==> config.mk <==
export PLATFORM = sky130hd
export DESIGN_NAME = smag_addsub_unit
export DESIGN_NICKNAME = d
export VERILOG_FILES = /design/src/rtl/smag_pkg.sv /design/src/rtl/smag_sign_cmp.sv /design/src/rtl/smag_cmpl_adder.sv /design/src/rtl/smag_recomp.sv /design/src/rtl/smag_addsub_unit.sv
export SDC_FILE = /design/constraint.sdc
export NUM_CORES = 1
export LEC_CHECK = 0
export ABC_CLOCK_PERIOD_IN_PS = 800
export CELL_PAD_IN_SITES_DETAIL_PLACEMENT = 0
export CELL_PAD_IN_SITES_GLOBAL_PLACEMENT = 1
export CORE_UTILIZATION = 35
export CTS_CLUSTER_DIAMETER = 40
export DETAILED_ROUTE_END_ITERATION = 7
export HOLD_SLACK_MARGIN = 0.08
export PLACE_DENSITY = 0.77
export RECOVER_POWER = 50
export SLEW_MARGIN = 20
export SYNTH_ARGS = -nofsm -noshare
export SYNTH_HDL_FRONTEND = slang
export SYNTH_SLANG_ARGS = --single-unit
==> constraint.sdc <==
create_clock -name clk -period 0.8 [get_ports clk]
set_input_delay 0.08 -clock clk [delete_from_list [all_inputs] [get_ports clk]]
set_output_delay 0.08 -clock clk [all_outputs]
set_load 0.005 [all_outputs]
==> src/rtl/smag_pkg.sv <==
package smag_pkg;
  typedef enum logic {
    ST_IDLE = 1'b0,
    ST_FIX  = 1'b1
  } smag_state_e;
endpackage

==> src/rtl/smag_sign_cmp.sv <==
module smag_sign_cmp (
  input  logic op_sub,
  input  logic a_sign,
  input  logic b_sign,
  output logic diff_mags
);
  // signs differing flips the sense of the requested operation
  logic signs_differ;
  always_comb begin
    signs_differ = a_sign ^ b_sign;
    diff_mags    = signs_differ ^ op_sub;
  end
endmodule

==> src/rtl/smag_cmpl_adder.sv <==
module smag_cmpl_adder #(
  parameter int unsigned MAG_W = 8
) (
  input  logic [MAG_W-1:0] x,
  input  logic [MAG_W-1:0] y,
  input  logic             invert_y,
  output logic [MAG_W-1:0] sum,
  output logic             cout
);
  logic [MAG_W-1:0] y_sel;

  // per-bit complementer: XOR with the mode bit
  for (genvar i = 0; i < MAG_W; i++) begin : g_cmpl
    assign y_sel[i] = y[i] ^ invert_y;
  end

  logic [MAG_W:0] wide;
  always_comb begin
    wide = {1'b0, x} + {1'b0, y_sel} + {{MAG_W{1'b0}}, invert_y};
    sum  = wide[MAG_W-1:0];
    cout = wide[MAG_W];
  end
endmodule

==> src/rtl/smag_recomp.sv <==
module smag_recomp #(
  parameter int unsigned MAG_W = 8
) (
  input  logic [MAG_W-1:0] val,
  output logic [MAG_W-1:0] neg
);
  always_comb neg = ~val + {{(MAG_W-1){1'b0}}, 1'b1};
endmodule

==> src/rtl/smag_addsub_unit.sv <==
module smag_addsub_unit
  import smag_pkg::*;
#(
  parameter int unsigned MAG_W = 8
) (
  input  logic             clk,
  input  logic             rst_n,
  input  logic             start,
  input  logic             op_sub,
  input  logic [MAG_W-1:0] a_mag,
  input  logic             a_sign,
  input  logic [MAG_W-1:0] b_mag,
  input  logic             b_sign,
  output logic [MAG_W-1:0] res_mag,
  output logic             res_sign,
  output logic             carry_e,
  output logic             add_ovf,
  output logic             done
);
  localparam logic [MAG_W-1:0] MAG_ZERO = '0;

  // reset: asserted asynchronously, released through two flops
  logic rst_meta, rst_ok;
  always_ff @(posedge clk or negedge rst_n) begin
    if (!rst_n) begin
      rst_meta <= 1'b0;
      rst_ok   <= 1'b0;
    end else begin
      rst_meta <= 1'b1;
      rst_ok   <= rst_meta;
    end
  end

  // datapath pieces
  logic             diff_mags;
  logic [MAG_W-1:0] add_sum;
  logic             add_cout;
  logic [MAG_W-1:0] acc_neg;

  smag_sign_cmp u_sign_cmp (
    .op_sub    (op_sub),
    .a_sign    (a_sign),
    .b_sign    (b_sign),
    .diff_mags (diff_mags)
  );

  smag_cmpl_adder #(.MAG_W(MAG_W)) u_adder (
    .x        (a_mag),
    .y        (b_mag),
    .invert_y (diff_mags),
    .sum      (add_sum),
    .cout     (add_cout)
  );

  // state
  smag_state_e      st_q, st_d;
  logic [MAG_W-1:0] acc_q, acc_d;
  logic             sgn_q, sgn_d;
  logic             e_q, e_d;
  logic             avf_q, avf_d;
  logic             sub_q, sub_d;
  logic             done_q, done_d;
  logic             acc_en;

  smag_recomp #(.MAG_W(MAG_W)) u_recomp (
    .val (acc_q),
    .neg (acc_neg)
  );

  // next-state logic
  always_comb begin
    st_d   = st_q;
    acc_d  = acc_q;
    sgn_d  = sgn_q;
    e_d    = e_q;
    avf_d  = avf_q;
    sub_d  = sub_q;
    done_d = 1'b0;
    acc_en = 1'b0;
    unique case (st_q)
      ST_IDLE: begin
        if (start) begin
          acc_en = 1'b1;
          acc_d  = add_sum;
          e_d    = add_cout;
          sub_d  = diff_mags;
          avf_d  = diff_mags ? 1'b0 : add_cout;
          if (diff_mags && add_sum == MAG_ZERO) sgn_d = 1'b0;
          else                                  sgn_d = a_sign;
          if (diff_mags && !add_cout) st_d = ST_FIX;
          else                        done_d = 1'b1;
        end
      end
      ST_FIX: begin
        acc_en = 1'b1;
        acc_d  = acc_neg;
        sgn_d  = ~sgn_q;
        done_d = 1'b1;
        st_d   = ST_IDLE;
      end
      default: st_d = ST_IDLE;
    endcase
  end

  // registers
  always_ff @(posedge clk or negedge rst_ok) begin
    if (!rst_ok) begin
      st_q   <= ST_IDLE;
      acc_q  <= '0;
      sgn_q  <= 1'b0;
      e_q    <= 1'b0;
      avf_q  <= 1'b0;
      sub_q  <= 1'b0;
      done_q <= 1'b0;
    end else begin
      st_q   <= st_d;
      done_q <= done_d;
      if (acc_en) begin
        acc_q <= acc_d;
        sgn_q <= sgn_d;
        e_q   <= e_d;
        avf_q <= avf_d;
        sub_q <= sub_d;
      end
    end
  end

  assign res_mag  = acc_q;
  assign res_sign = sgn_q;
  assign carry_e  = e_q;
  assign add_ovf  = avf_q;
  assign done     = done_q;


  done_pulse_chk: assert property (@(posedge clk) disable iff (!rst_ok)
    done |=> !done);


  recomp_sign_chk: assert property (@(posedge clk) disable iff (!rst_ok)
    (st_q == ST_FIX) |=> (done && res_sign == !$past(res_sign) && !carry_e));


  diff_no_ovf_chk: assert property (@(posedge clk) disable iff (!rst_ok)
    (done && sub_q) |-> !add_ovf);


  sum_ovf_chk: assert property (@(posedge clk) disable iff (!rst_ok)
    (done && !sub_q) |-> (add_ovf == carry_e));


  zero_sign_chk: assert property (@(posedge clk) disable iff (!rst_ok)
    (done && sub_q && res_mag == MAG_ZERO) |-> !res_sign);


  busy_ignore_chk: assert property (@(posedge clk) disable iff (!rst_ok)
    (st_q == ST_FIX && start) |=> $stable(sub_q));


  idle_hold_chk: assert property (@(posedge clk) disable iff (!rst_ok)
    (st_q == ST_IDLE && !start) |=> ($stable(res_mag) && $stable(res_sign)
                                     && $stable(carry_e) && $stable(add_ovf)));
endmodule

==> key figures, run 1 <==
Placement
  • Placed Cells incl. Taps: between 200 and 250
  • Gp weighted congestion: 0.8608
  • Post-DP HPWL: ~2300 um
  • PortBufs: 33

Clock network
  • TritonCTS clock tree: done
  • Reg clk slew, reported paths: 0.10 ns
  • Clk Tree Root Cell: clkbuf_4
  • CTS Buffer Depth: 2
  • CTS Buf Count: 3
  • Clock Sinks: 15
  • H-tree lvl count: 1
  • Worst-Skew Late Latency: approximately 0.28 ns

Power and ir drop
  • Pwr/cell area: 2543 nW/um^2
  • IR drop worst, VDD: 0.0009190 V
  • Leak: 0.0009763 uW

Setup path
  • Classification of the worst setup path: input port to flip-flop
  • Worst-path fanout max: 4
  • Crit end category: flip-flop
  • WP data arrival: ~2.6 ns
  • Setup crit end: res_sign
  • R2r setup slk: -0.75 ns
  • Crit path from: op_sub
  • R2R depth: 6
  • Worst R2R End: res_mag[7]
  • Worst reg2reg startpoint: res_mag[0]
  • Worst Path Required: 0.97 ns
  • CP startpoint kind: input port

Timing
  • Final worst slack: -1.622 ns
  • RSZ-0062 raised after global routing: true
  • FMAX: 0.4128 GHz
  • Tcrit/Tclk final: 302.8%
  • Min cycle time layout: 2.422 ns
  • Final setup fails: 25
  • Final Max Slew Viols: 0
  • Clock Skew: 0.002905 ns
  • Final Hold Viols: 0

GRT
  • Largest net degree at the start of global routing: 17
  • First-pass GRT wire length: 5326 um
  • Met2 global-route usage: 37.30%
  • GR peak layer: met2
  • GRT overflow: 0
  • Met1 GRT Util: between 20% and 30%
  • M3 GR Usage: 1.948%
  • Initial antenna violation count: 0
  • Gr usage total: 20.03%
  • Vias in the first global route: approximately 1,200

Layout
  • Most frequent cells in the layout: buf_4 (30), buf_6 (21), clkdlybuf4s50_1 (17), dfrtp_1 (15), nand2_1 (11)
  • Commonest non-fill, non-tap cell in the layout: buf_4
  • Layout cells sized above 1: a little under half
  • Fillcell total: about 270
  • Nets@finish: 241
  • Fin util: 69.92%
  • Ant diodes: 0
  • Final cell count without fillers: around 250
  • Layout area overhead: 86.05%

Synthesis
  • Primary FF master, synth: dfrtp_1
  • Syn Nets: 162
  • Sequential share of the synthesized area: 32.19%
  • EDFF count, synth: 0
  • Post-synth top area share: 32.19%
  • Asr flop ratio synth: 100.0%
  • Syn. warnings: 0
  • Cell taking the most area after synthesis: dfrtp_1
  • Post-Syn Area: 1166 sq um
  • Post-Syn Instances: 129
  • Synth Register Bits: 15
  • Top post-synthesis cells by area: dfrtp_1 (32%), ha_1 (11%), xnor2_1 (11%)
  • Synth cell types: 32
  • Synthesized area per cell: 9.040 sq um

Outcome
  • Failing checks: setup timing
  • Status: finished, violations left

Die
  • Die X-Extent: 59.72 um
  • Initial core utilization: 37.58%
  • Core area: 3103 sq um
  • Die area: 3566 sq um
  • Number of core rows: 20
  • Ports: 34
  • Die H: 59.72 um

Flow run
  • Max-cap violation count: 0

Drt
  • Routed wire per std cell: 13.78 um
  • Initial drt markers: between 50 and 60
  • Vias per cell: approximately 4.8
  • Drt first pass iters: 4
  • ANT nets after route: 0
  • Final wirelength: 3460 um
  • Vias: 1,200
  • DRC Markers: 0

Hold path
  • Number of cells on the worst hold path: 4
  • Hold Path Class: input port to flip-flop
flip-flops by register name, summed over array words and instances (netlist names):
| name | count |
|---|---|
| add_ovf | 1 |
| carry_e | 1 |
| done | 1 |
| res_mag | 8 |
| res_sign | 1 |
| rst_meta | 1 |
| rst_ok | 1 |
| st_q | 1 |
stage by stage:
stage	area, sq um	worst slack (ns)	hold slack (ns)	TNS (ns)	power [uW]
floorplan	1199	-1.649	-0.2156	-15.57	2637
global placement	1795	-2.222	0.1759	-25.82	4080
detailed placement	1795	-2.293	0.1724	-26.36	4151
CTS	2076	-1.536	0.1918	-16.94	5257
global route	2170	-1.751	0.2840	-19.04	5908
finish	2170	-1.622	0.2299	-17.33	5517
routing by layer:
metal  vias up  wire length (um)
met2        39              1911
met5         -                 0
li1        599                 -
met3        10               119
met1       552              1334
met4         0                95
logic make-up after synthesis:
family	synth area share, %
simple gates	14.06
xor+xnor	16.20
compound gates	17.27
fa+ha+maj	12.45
other cells	0.3216
mux	3.755
flops	32.19
buf+inv	3.755
report_power, final:
group	leakage, uW	switching [uW]	internal [uW]
Sequential	0.000180	192	1020
Combinational	0.000779	1590	2260
Clock	0.0000177	266	186
synth_stat cells, drive strengths merged, types with 2 or more instances:
cell and number:
ha 10, nand2b 3, a22oi 3, xor2 5, inv 6, dfrtp 15, o21ai 8, a211oi 3
nand2 11, nor2b 3, clkbuf 3, nor2 9, xnor2 14, nor3 5, mux2 3, buf 2
a21oi 12
repair_timing:
action | CTS | global route
pin swaps | 23 | 23
setup buffers | 10 | 7
hold buffers | 1 | 0
resized for setup | 94 | 26
cloned | 0 | 0
endpoints found under the setup margin | 25 | 25
hold endpoints to repair | 2 | 0
worst max-delay path, cell delays in order:
cell	delay, ns
buf_6	0.09
xnor3_2	0.48
buf_6	0.16
nor2_4	0.03
a21oi_1	0.17
fa_2	0.27
nand3b_1	0.16
a21boi_1	0.09
o21a_1	0.22
or3_4	0.36
a2111oi_4	0.37
a21oi_1	0.10
how the worst min path moves through the flow:
stage,start,end
CTS,rst_ok,res_mag[4]
finish,a_sign,res_sign
global placement,rst_ok,res_mag[7]
global route,rst_ok,res_mag[7]
floorplan,rst_n,rst_meta
detailed placement,rst_ok,res_mag[5]
area by class of cell:
class | instances | area, sq um | area share [%]
multi-input combinational | 103 | 979.7 | 45.16
timing repair buffer | 79 | 709.4 | 32.70
sequential | 15 | 375.4 | 17.30
tap | 44 | 55.05 | 2.537
clock buffer | 3 | 22.52 | 1.038
inverter | 6 | 22.52 | 1.038
clock inverter | 1 | 5.005 | 0.2307
Note: power is estimated with default switching activity, not from simulation.
==> run 2: changes to the inputs <==
--- a/config.mk
+++ b/config.mk
@@ -5,7 +5,6 @@
 export SDC_FILE = /design/constraint.sdc
 export NUM_CORES = 1
 export LEC_CHECK = 0
-export ABC_CLOCK_PERIOD_IN_PS = 800
 export CELL_PAD_IN_SITES_DETAIL_PLACEMENT = 0
 export CELL_PAD_IN_SITES_GLOBAL_PLACEMENT = 1
 export CORE_UTILIZATION = 35
==> results of run 2 <==
Same layout as run 1: the final DEF is identical, and so are final timing and power.
